<file path="config.mk">
export PLATFORM = sky130hd
export DESIGN_NAME = stor_cfg_regs
export DESIGN_NICKNAME = d
export VERILOG_FILES = /design/src/rtl/stor_cfg_pkg.sv /design/src/rtl/stor_cfg_validate.sv /design/src/rtl/stor_cfg_ctl.sv /design/src/rtl/stor_cfg_data.sv /design/src/rtl/stor_cfg_regs.sv
export SDC_FILE = /design/constraint.sdc
export NUM_CORES = 1
export LEC_CHECK = 0
export BUFFER_PORTS_ARGS = -buffer_cell sky130_fd_sc_hd__buf_2
export CORE_MARGIN = 5
export CORE_UTILIZATION = 55
export CTS_CLUSTER_DIAMETER = 80
export DETAILED_ROUTE_END_ITERATION = 8
export PLACE_DENSITY = 0.82
export SLEW_MARGIN = 0
export SYNTH_ARGS = -nofsm -noshare
export SYNTH_HDL_FRONTEND = slang
export SYNTH_SLANG_ARGS = --single-unit
</file>
<file path="constraint.sdc">
create_clock -name clk -period 3.7 [get_ports clk]
set_input_delay 0.555 -clock clk [delete_from_list [all_inputs] [get_ports clk]]
set_output_delay 0.555 -clock clk [all_outputs]
set_load 0.02 [all_outputs]
</file>
<file path="src/rtl/stor_cfg_pkg.sv">
package stor_cfg_pkg;

  // word indices (byte offset / 4) that software decodes
  localparam int WI_CAP_LO  = 0;
  localparam int WI_CAP_HI  = 1;
  localparam int WI_VERSION = 2;
  localparam int WI_MSK_SET = 3;
  localparam int WI_MSK_CLR = 4;
  localparam int WI_CFG     = 5;
  localparam int WI_STAT    = 7;
  localparam int WI_SIZES   = 9;
  localparam int WI_SQB_LO  = 10;
  localparam int WI_SQB_HI  = 11;
  localparam int WI_CQB_LO  = 12;
  localparam int WI_CQB_HI  = 13;

  localparam logic [31:0] VERSION_WORD = 32'h0001_0100;
  localparam logic [15:0] MAX_ENTRIES  = 16'h07FF;
  localparam logic [7:0]  TIMEOUT_CODE = 8'h0F;
  localparam logic [7:0]  CMDSET_MASK  = 8'h01;

  typedef struct packed {
    logic [7:0] rsvHi;
    logic [3:0] cqExp;
    logic [3:0] sqExp;
    logic [1:0] shut;
    logic [2:0] arb;
    logic [3:0] pageCode;
    logic [2:0] cmdSet;
    logic [2:0] rsvLo;
    logic       en;
  } cfgWord_t;

  typedef struct packed {
    logic maskSet;
    logic maskClr;
    logic sizesWr;
    logic sqbLoWr;
    logic sqbHiWr;
    logic cqbLoWr;
    logic cqbHiWr;
    logic cfgLoad;
    logic cfgZero;
    logic enStart;
    logic enFail;
    logic rdyClr;
    logic rdySet;
    logic shutSet;
    logic shutClr;
  } regStrobe_t;

  function automatic logic [63:0] buildCap(input logic [3:0] pgMin, input logic [3:0] pgMax);
    buildCap = {8'h00, pgMax, pgMin, 3'b000, CMDSET_MASK, 1'b0, 4'h0,
                TIMEOUT_CODE, 5'b00000, 2'b01, 1'b1, MAX_ENTRIES};
  endfunction

endpackage

</file>
<file path="src/rtl/stor_cfg_validate.sv">
module stor_cfg_validate
  import stor_cfg_pkg::*;
#(
  parameter int PAGE_SHIFT = 12,
  parameter int MPS_MIN    = 0,
  parameter int MPS_MAX    = 4,
  parameter int SQES_REQ   = 6,
  parameter int CQES_REQ   = 4
) (
  input  cfgWord_t    newCfg,
  input  logic [31:0] sizes,
  input  logic [63:0] sqBase,
  input  logic [63:0] cqBase,
  input  logic        queuesLive,
  output logic        bad
);
  localparam int SHW = 7;

  logic [SHW-1:0] shAmt;
  logic [63:0]    pageMask;
  logic           baseBad;
  logic           pageBad;
  logic           expBad;
  logic           sizeBad;
  logic           unusedBits;

  assign shAmt    = SHW'(PAGE_SHIFT) + SHW'(newCfg.pageCode);
  assign pageMask = (64'd1 << shAmt) - 64'd1;

  always_comb begin
    baseBad = (sqBase == '0) || (cqBase == '0) ||
              ((sqBase & pageMask) != '0) || ((cqBase & pageMask) != '0);
    pageBad = (int'(newCfg.pageCode) < MPS_MIN) || (int'(newCfg.pageCode) > MPS_MAX);
    expBad  = (int'(newCfg.sqExp) != SQES_REQ) || (int'(newCfg.cqExp) != CQES_REQ);
    sizeBad = (sizes[11:0] == '0) || (sizes[27:16] == '0);
    bad     = baseBad | pageBad | expBad | sizeBad | queuesLive;
  end

  assign unusedBits = ^{newCfg.rsvHi, newCfg.shut, newCfg.arb, newCfg.cmdSet,
                        newCfg.rsvLo, newCfg.en, sizes[31:28], sizes[15:12]};
endmodule

</file>
<file path="src/rtl/stor_cfg_ctl.sv">
module stor_cfg_ctl
  import stor_cfg_pkg::*;
#(
  parameter int ADDR_W     = 12,
  parameter int PAGE_SHIFT = 12,
  parameter int MPS_MIN    = 0,
  parameter int MPS_MAX    = 4,
  parameter int SQES_REQ   = 6,
  parameter int CQES_REQ   = 4
) (
  input  logic              clk,
  input  logic              rstN,
  input  logic              wrEn,
  input  logic [ADDR_W-3:0] wordIdx,
  input  logic [31:0]       wrData,
  input  cfgWord_t          cfgQ,
  input  logic [31:0]       sizesQ,
  input  logic [63:0]       sqBaseQ,
  input  logic [63:0]       cqBaseQ,
  input  logic              queuesLive,
  output regStrobe_t        strb,
  output logic              queueReset,
  output logic              shutdownReq
);
  localparam int IW = ADDR_W - 2;

  cfgWord_t   newCfg;
  logic       cfgHit;
  logic       enRise;
  logic       enFall;
  logic [1:0] shutAfterEn;
  logic       shutRise;
  logic       shutFall;
  logic       checkBad;
  logic       readyPend;

  assign newCfg = cfgWord_t'(wrData);

  stor_cfg_validate #(
    .PAGE_SHIFT(PAGE_SHIFT), .MPS_MIN(MPS_MIN), .MPS_MAX(MPS_MAX),
    .SQES_REQ(SQES_REQ), .CQES_REQ(CQES_REQ)
  ) u_val (
    .newCfg(newCfg), .sizes(sizesQ), .sqBase(sqBaseQ), .cqBase(cqBaseQ),
    .queuesLive(queuesLive), .bad(checkBad)
  );

  function automatic logic hit(input logic [IW-1:0] idx, input int wi);
    hit = (idx == IW'(wi));
  endfunction

  always_comb begin
    cfgHit      = wrEn && hit(wordIdx, WI_CFG);
    enRise      = cfgHit &&  newCfg.en && !cfgQ.en;
    enFall      = cfgHit && !newCfg.en &&  cfgQ.en;
    // shutdown field as it stands after the enable handling of this write
    shutAfterEn = enRise ? newCfg.shut : (enFall ? 2'b00 : cfgQ.shut);
    shutRise    = cfgHit && (newCfg.shut != 2'b00) && (shutAfterEn == 2'b00);
    shutFall    = cfgHit && (newCfg.shut == 2'b00) && (shutAfterEn != 2'b00);

    strb         = '0;
    strb.maskSet = wrEn && hit(wordIdx, WI_MSK_SET);
    strb.maskClr = wrEn && hit(wordIdx, WI_MSK_CLR);
    strb.sizesWr = wrEn && hit(wordIdx, WI_SIZES);
    strb.sqbLoWr = wrEn && hit(wordIdx, WI_SQB_LO);
    strb.sqbHiWr = wrEn && hit(wordIdx, WI_SQB_HI);
    strb.cqbLoWr = wrEn && hit(wordIdx, WI_CQB_LO);
    strb.cqbHiWr = wrEn && hit(wordIdx, WI_CQB_HI);
    strb.cfgLoad = enRise | shutRise | shutFall;
    strb.cfgZero = enFall & ~(shutRise | shutFall);
    strb.enStart = enRise;
    strb.enFail  = enRise & checkBad;
    strb.rdyClr  = enFall;
    strb.rdySet  = readyPend;
    strb.shutSet = shutRise;
    strb.shutClr = shutFall;
  end

  always_ff @(posedge clk) begin
    if (!rstN) begin
      readyPend   <= 1'b0;
      queueReset  <= 1'b0;
      shutdownReq <= 1'b0;
    end else begin
      readyPend   <= enRise & ~checkBad;
      queueReset  <= enFall | shutRise;
      shutdownReq <= shutRise;
    end
  end
endmodule

</file>
<file path="src/rtl/stor_cfg_data.sv">
module stor_cfg_data
  import stor_cfg_pkg::*;
#(
  parameter int          ADDR_W = 12,
  parameter logic [63:0] CAP    = 64'h0
) (
  input  logic              clk,
  input  logic              rstN,
  input  regStrobe_t        strb,
  input  logic [31:0]       wrData,
  input  logic [ADDR_W-3:0] wordIdx,
  output logic [31:0]       rdData,
  output cfgWord_t          cfgQ,
  output logic [31:0]       sizesQ,
  output logic [63:0]       sqBaseQ,
  output logic [63:0]       cqBaseQ,
  output logic [31:0]       maskQ,
  output logic              rdyQ,
  output logic              fatalQ,
  output logic [1:0]        shutQ
);
  localparam int IW = ADDR_W - 2;

  always_ff @(posedge clk) begin
    if (!rstN) begin
      cfgQ    <= '0;
      sizesQ  <= '0;
      sqBaseQ <= '0;
      cqBaseQ <= '0;
      maskQ   <= '0;
      rdyQ    <= 1'b0;
      fatalQ  <= 1'b0;
      shutQ   <= 2'b00;
    end else begin
      if (strb.maskSet) maskQ <= maskQ | wrData;
      else if (strb.maskClr) maskQ <= maskQ & ~wrData;

      if (strb.sizesWr) sizesQ <= wrData;
      if (strb.sqbLoWr) sqBaseQ[31:0]  <= wrData;
      if (strb.sqbHiWr) sqBaseQ[63:32] <= wrData;
      if (strb.cqbLoWr) cqBaseQ[31:0]  <= wrData;
      if (strb.cqbHiWr) cqBaseQ[63:32] <= wrData;

      if (strb.cfgLoad) cfgQ <= cfgWord_t'(wrData);
      else if (strb.cfgZero) cfgQ <= '0;

      if (strb.enStart || strb.rdyClr) rdyQ <= 1'b0;
      else if (strb.rdySet) rdyQ <= 1'b1;

      if (strb.enStart) fatalQ <= strb.enFail;

      if (strb.shutSet) shutQ <= 2'b10;
      else if (strb.shutClr || strb.enStart) shutQ <= 2'b00;
    end
  end

  always_comb begin
    unique case (wordIdx)
      IW'(WI_CAP_LO):  rdData = CAP[31:0];
      IW'(WI_CAP_HI):  rdData = CAP[63:32];
      IW'(WI_VERSION): rdData = VERSION_WORD;
      IW'(WI_MSK_SET): rdData = maskQ;
      IW'(WI_MSK_CLR): rdData = maskQ;
      IW'(WI_CFG):     rdData = cfgQ;
      IW'(WI_STAT):    rdData = {28'd0, shutQ, fatalQ, rdyQ};
      IW'(WI_SIZES):   rdData = sizesQ;
      IW'(WI_SQB_LO):  rdData = sqBaseQ[31:0];
      IW'(WI_SQB_HI):  rdData = sqBaseQ[63:32];
      IW'(WI_CQB_LO):  rdData = cqBaseQ[31:0];
      IW'(WI_CQB_HI):  rdData = cqBaseQ[63:32];
      default:         rdData = '0;
    endcase
  end
endmodule

</file>
<file path="src/rtl/stor_cfg_regs.sv">
module stor_cfg_regs
  import stor_cfg_pkg::*;
#(
  parameter int ADDR_W     = 12,
  parameter int PAGE_SHIFT = 12,
  parameter int MPS_MIN    = 0,
  parameter int MPS_MAX    = 4,
  parameter int SQES_REQ   = 6,
  parameter int CQES_REQ   = 4
) (
  input  logic              clk,
  input  logic              rstN,
  input  logic              wrEn,
  input  logic [ADDR_W-1:0] addr,
  input  logic [31:0]       wrData,
  output logic [31:0]       rdData,
  input  logic              queuesLive,
  output logic              queueReset,
  output logic              shutdownReq
);
  localparam logic [63:0] CAP = buildCap(4'(MPS_MIN), 4'(MPS_MAX));

  regStrobe_t        strb;
  cfgWord_t          cfgQ;
  logic [31:0]       sizesQ;
  logic [63:0]       sqBaseQ;
  logic [63:0]       cqBaseQ;
  logic [31:0]       maskQ;
  logic              rdyQ;
  logic              fatalQ;
  logic [1:0]        shutQ;
  logic [ADDR_W-3:0] wordIdx;
  logic              unusedByteSel;

  assign wordIdx       = addr[ADDR_W-1:2];
  assign unusedByteSel = ^addr[1:0];

  stor_cfg_ctl #(
    .ADDR_W(ADDR_W), .PAGE_SHIFT(PAGE_SHIFT), .MPS_MIN(MPS_MIN),
    .MPS_MAX(MPS_MAX), .SQES_REQ(SQES_REQ), .CQES_REQ(CQES_REQ)
  ) u_ctl (
    .clk(clk), .rstN(rstN), .wrEn(wrEn), .wordIdx(wordIdx), .wrData(wrData),
    .cfgQ(cfgQ), .sizesQ(sizesQ), .sqBaseQ(sqBaseQ), .cqBaseQ(cqBaseQ),
    .queuesLive(queuesLive), .strb(strb), .queueReset(queueReset),
    .shutdownReq(shutdownReq)
  );

  stor_cfg_data #(.ADDR_W(ADDR_W), .CAP(CAP)) u_data (
    .clk(clk), .rstN(rstN), .strb(strb), .wrData(wrData), .wordIdx(wordIdx),
    .rdData(rdData), .cfgQ(cfgQ), .sizesQ(sizesQ), .sqBaseQ(sqBaseQ),
    .cqBaseQ(cqBaseQ), .maskQ(maskQ), .rdyQ(rdyQ), .fatalQ(fatalQ), .shutQ(shutQ)
  );
endmodule

</file>
# Word-level counts from Yosys, hierarchy flattened
# Cells that the tools add are included.
# totals
ff_bits	230
inputBits	48
output_inout_bits	34
wordCells	107
# op_classes
add_sub_neg	2
order_cmp	1
eq_ne	13
n_shift	1
muxes	9
bitwise	19
n_reduce_logical	41
# ops
op	count
$pmux W32 S11	1
$and A64 B64 Y64	2
$logic_not A64 Y1	2
$mux W32	4
$reduce_bool A64 Y1	2
$shl A1 B7 Y64 const A	1
$sub A64 B1 Y64 const B	1
$eq A10 B4 Y1 const B	5
$and A32 B32 Y32	1
$not A32 Y32	1
$or A32 B32 Y32	1
$eq A10 B3 Y1 const B	3
$logic_not A12 Y1	2
$eq A10 B2 Y1 const B	2
$logic_and A1 B1 Y1	16
$eq A10 B1 Y1 const B	1
$logic_not A10 Y1	1
$reduce_bool A2 Y1	5
$mux W2	4
$ne A4 B4 Y1 const B	2
$or A1 B1 Y1	8
$logic_or A1 B1 Y1	7
$add A4 B4 Y5 const A	1
$gt A4 B3 Y1 const B	1
other kinds (5)	12

# Logic depth before layout (Yosys ltp)
# depth
word_depth	13
mapped_depth	16
ltp_nobuf	13

# Modules after synthesis
# A second synthesis with hierarchy kept.
# hier_totals
cells_unflattened	1420
area_unflattened_um2	12607.1
# by_module_without_submodules
mod	n_inst	cells_each	area_per_inst_um2	seq_area_each_um2
stor_cfg_data	1	1123	10637.7	4544.4
stor_cfg_validate	1	243	1571.5	0.0
stor_cfg_ctl	1	54	397.9	60.1

# Worst setup path after synthesis
# No wires, ideal clock.
# synth_path
path_type	input to register
startpoint	input port wrData[9]
endpoint	register u_ctl.readyPend
setup_ns	0.059
t_arrival_ns	3.720
t_required_ns	3.641
slack_ns	-0.080
stages	14
path_buffers	2
cell_sequence	clkbuf_1 inv_1 ha_1 clkbuf_1 nor3_1 and3_1 inv_1 ha_1 o21ai_0 a2111oi_0 nand4_1 or4_1 nor4_1 and2_1
# synth_via
elab_chain_cells	13
word_cells_on_any_way	16
classes_between	add/sub (2); order compare (1); shift (1); bitwise (8); reduce/logical (4)
# synth_rtl
element	line_no	rtl
start: declaration	stor_cfg_regs.sv:15	input logic [31:0] wrData,
$add A4 B4 Y5	stor_cfg_validate.sv:27	assign shAmt = SHW'(PAGE_SHIFT) + SHW'(newCfg.pageCode);
$shl A1 B7 Y64	stor_cfg_validate.sv:28	assign pageMask = (64'd1 << shAmt) - 64'd1;
$sub A64 B1 Y64	stor_cfg_validate.sv:28	
$and A64 B64 Y64	stor_cfg_validate.sv:32	((sqBase & pageMask) != '0) || ((cqBase & pageMask) != '0);
$reduce_bool A64 Y1	stor_cfg_validate.sv:32	
$logic_or A1 B1 Y1	stor_cfg_validate.sv:31	baseBad = (sqBase == '0) || (cqBase == '0) ||
$logic_or A1 B1 Y1	stor_cfg_validate.sv:32	
$or A1 B1 Y1 (*) (4 in series)	stor_cfg_validate.sv:36	bad = baseBad | pageBad | expBad | sizeBad | queuesLive;
$not A1 Y1 (*)	stor_cfg_ctl.sv:84	readyPend <= enRise & ~checkBad;
$and A1 B1 Y1 (*)	stor_cfg_ctl.sv:84	
end signal: assignment	stor_cfg_ctl.sv:84	
end: declaration	stor_cfg_ctl.sv:35	logic readyPend;
# Mark *: on every way between the ends. The rest lies on a longest branch, timed or not.
# A chain may end at the register's enable or synchronous reset.

# Final worst setup path
# layout_path
startpoint	input port addr[7]
endpoint	output port rdData[5]
# layout_via
elab_chain_cells	3
word_cells_on_any_way	14
classes_between	eq/ne (11); mux (1); reduce/logical (2)
# layout_rtl
element	line_no	rtl
start: declaration	stor_cfg_regs.sv:14	input logic [ADDR_W-1:0] addr,
$eq A10 B3 Y1 / $eq A10 B2 Y1 (equally long branches)	stor_cfg_data.sv:58	unique case (wordIdx)
$reduce_or A2 Y1 (no source line)	--	
$pmux W32 S11 (*)	stor_cfg_data.sv:58	
end: declaration	stor_cfg_regs.sv:16	output logic [31:0] rdData,
# Marks and branches as above.

==> metrics.md <==
| Metric | Value |
|---|---|
| Sequential power share | 48.9% |
| Fin area | 0.0123 mm2 |
| Total track usage | 36.8% |
| Wire per inst | 24.5 um |
| TritonCTS clock tree | yes |
| Library cells used by synthesis | 57 |
| Routability congestion estimate | 1.00 |
| Dpl hpwl | 28400 um |
| Sequential element share of the synthesized area | 42.2% |
| Kind of critical path | primary input to output pin |
| Top-area cell type share of the netlist area | 42.2% |
| DRC viols | 0 |
| Slew Viols, Final | 0 |
| Logic pwr share | 4.8% |
| Die height | 151 um |
| Final period util | 88.5% |
| Power density cells | 411 mW/mm2 |
| Drt total wl | 42900 um |
| RSZ-0062 raised after global routing | no |
| Placed cell area | 0.0116 mm2 |
| Crit-path max FO | 34 |
| Final hold violation count | 0 |
| Yosys warns | 0 |
| Power Total | 5.06 mW |
| Worst vdd ir | 0.000352 V |
| Clock power share | 46.3% |
| Syn nets | 1507 |
| Clock skew | 0.0241 ns |
| First DRT Iteration DRCs | 2068 |
| CTS Buffer Depth | 3 |
| H-tree Lvls | 1 |
| Outcome | finished clean |
| Fin util | 63.3% |
| Postcts setup bufs | 0 |
| Synth Instances | 1450 |
| Yosys top cell by area | dfxtp_1 |
| Layout cell share with drive strength beyond 1 | 11.9% |
| Ports | 82 |
| Cell internal pwr | 3.89 mW |
| Clk_lat worst skew | 0.54 ns |
| Hold_buf cts | 0 |
| Top_reg_cell synth | dfxtp_1 |
| Tmin final | 3.27 ns |
| Hold Path Class | primary input to flip-flop |
| Port buffer count | 79 |
| Post-CTS resize count | 0 |
| Leak pwr | 4.26 nW |
| Pin count of the biggest net entering global routing | 91 |
| Initial Util | 56.0% |
| Net switching fraction of the power | 23.2% |
| Critical Path RT | 3.14 ns |
| Crit path launch type | primary input |
| Grt ovf | 0 |
| Final WS setup | 0.427 ns |
| Num CTS Buffers | 24 |
| Max Cap Viol | 0 |
| Critical Path End Type | output pin |
| Std-Cell Core Area | 0.0195 mm2 |
| Root buffer cell | clkbuf_16 |
| Die area | 0.0227 mm2 |
| Post-synth EDFFs | 0 |
| Nets | 1523 |
| Synth top area cells | dfxtp_1 (42%), nand2_1 (13%), a21oi_1 (8.7%), a22oi_1 (7.7%), nor2_1 (3.8%) |
| Mean number of vias per cell | 6.76 |
| Area delta synth->final | 13.0% |
| Fin Setup TNS | 0 ns |
| Drt pass-1 iters | 7 |
| Syn_area_per_cell | 7.52 um2 |
| Synthesized area | 0.0109 mm2 |
| Initial antenna violation count | 1 |
| Vias in the first global route | 11000 |
| Slew headroom | 29.7% |
| Async SR Flop Fraction | 0% |
| First-pass GRT wire length | 64800 um |
| FF+latch count, synth | 230 |
| Die width | 151 um |
| Max Clk Rate | 305 MHz |
| Vias | 11800 |
| FP Rows | 51 |
| Sw power | 1.18 mW |
| Antenna viol nets, final | 0 |
| Worst Path Arrival | 2.72 ns |
| Worst-path clk slew | 0.06 ns |
| # clock sinks | 230 |
| Final setup fails | 0 |
| DP Worst Slack | 0.0110 ns |
| Slew @ Worst Pin | 1.05 ns |
critical path, cell delays in order:
cell	delay [ns]
buf_2	0.09
or4_1	0.54
or3_1	0.42
nor4_4	0.29
buf_12	0.29
a22o_1	0.19
a221oi_1	0.06
nand3_1	0.09
buf_2	0.16
worst paths after layout:
kind                                                        to                       startpoint  cells after the start  slack (ns)
worst max-delay path                                 rdData[5]                          addr[7]                      9        0.43
worst min-delay path            u_data.sizesQ[28]$_SDFFE_PN0P_                       wrData[28]                      3        0.34
worst max register to register      u_data.fatalQ$_SDFFE_PN0P_  u_data.cqBaseQ[42]$_SDFFE_PN0P_                      6        0.96
worst min register to register  u_data.sizesQ[12]$_SDFFE_PN0P_   u_data.sizesQ[12]$_SDFFE_PN0P_                      2        0.46
metrics by stage:
stage,cells,hold WS [ns]
after floorplan,1450,0.434
after global placement,1705,0.439
after detailed placement,1705,0.442
after CTS,1745,0.332
after global routing,1746,0.348
final,1746,0.336
layer usage:
layer,vias up,part of all wire [%],global-route usage (%)
met3,212,12,6.82
met5,-,0,0
met4,0,6.6,19.7
met2,906,44,57.8
li1,5178,-,-
met1,5503,37,48.2
synth_stat cells (all sizes together), types with 4 or more instances:
cell      n
a211oi    7
nor4     47
clkbuf  102
and2     10
a21oi   189
nor2    110
nor3     10
xnor2     4
ha        9
nand4    14
a31oi     4
dfxtp   230
a222oi   20
nand2   377
o21ai    26
buf      37
and3      8
nor2b     5
nor3b     4
o22ai     5
a22o     15
nand3    36
a22oi   112
inv      12
or4       4
a221oi   14
cell usage in the layout (no fill, tap or decap), types with 4 or more instances in the layout:
| cell type | instances |
|---|---|
| and2_1 | 9 |
| a222oi_1 | 20 |
| nand2_1 | 377 |
| a22oi_1 | 112 |
| or4_1 | 4 |
| a22o_1 | 15 |
| nor3b_1 | 4 |
| o22ai_1 | 5 |
| a21oi_1 | 189 |
| clkbuf_1 | 6 |
| o21ai_0 | 25 |
| buf_4 | 39 |
| buf_12 | 11 |
| inv_1 | 11 |
| xnor2_1 | 4 |
| nor3_1 | 8 |
| nor4_1 | 44 |
| nand3_1 | 36 |
| clkbuf_8 | 4 |
| clkbuf_16 | 24 |
| a211oi_1 | 7 |
| a221oi_1 | 14 |
| nand4_1 | 14 |
| dfxtp_1 | 230 |
| buf_2 | 79 |
| nor2_1 | 107 |
| and3_1 | 8 |
| ha_1 | 9 |
| nor2b_1 | 5 |
power by group through the flow:
stage / Clock (mW) / Sequential, mW / Combinational (mW)
floorplan: 0 / 2.53 / 0.155
global placement: 0 / 2.53 / 0.234
detailed placement: 0 / 2.53 / 0.235
CTS: 2.34 / 2.48 / 0.236
global route: 2.45 / 2.48 / 0.259
finish: 2.34 / 2.48 / 0.242
logic make-up after synthesis:
| kind of cell | count (synthesis) | synth area share (%) |
|---|---|---|
| AOI/OAI and AO/OA | 413 | 24.4 |
| xor gates and xnor gates | 6 | 0.482 |
| adders and majority gates | 11 | 1.22 |
| buffers and inverters | 151 | 6.13 |
| DFF | 230 | 42.2 |
| and+or+nand+nor | 639 | 25.5 |
final cells by class:
type / count / area, um2
timing repair buffer: 129 / 908
inverter: 12 / 50.0
clock inverter: 6 / 70.1
clock buffer: 34 / 678
multi-input combinational: 1069 / 5670
tap: 265 / 332
antenna: 1 / 2.50
sequential: 230 / 4600
fill: 1701 / 7150
(Power assumes the default switching activity.)
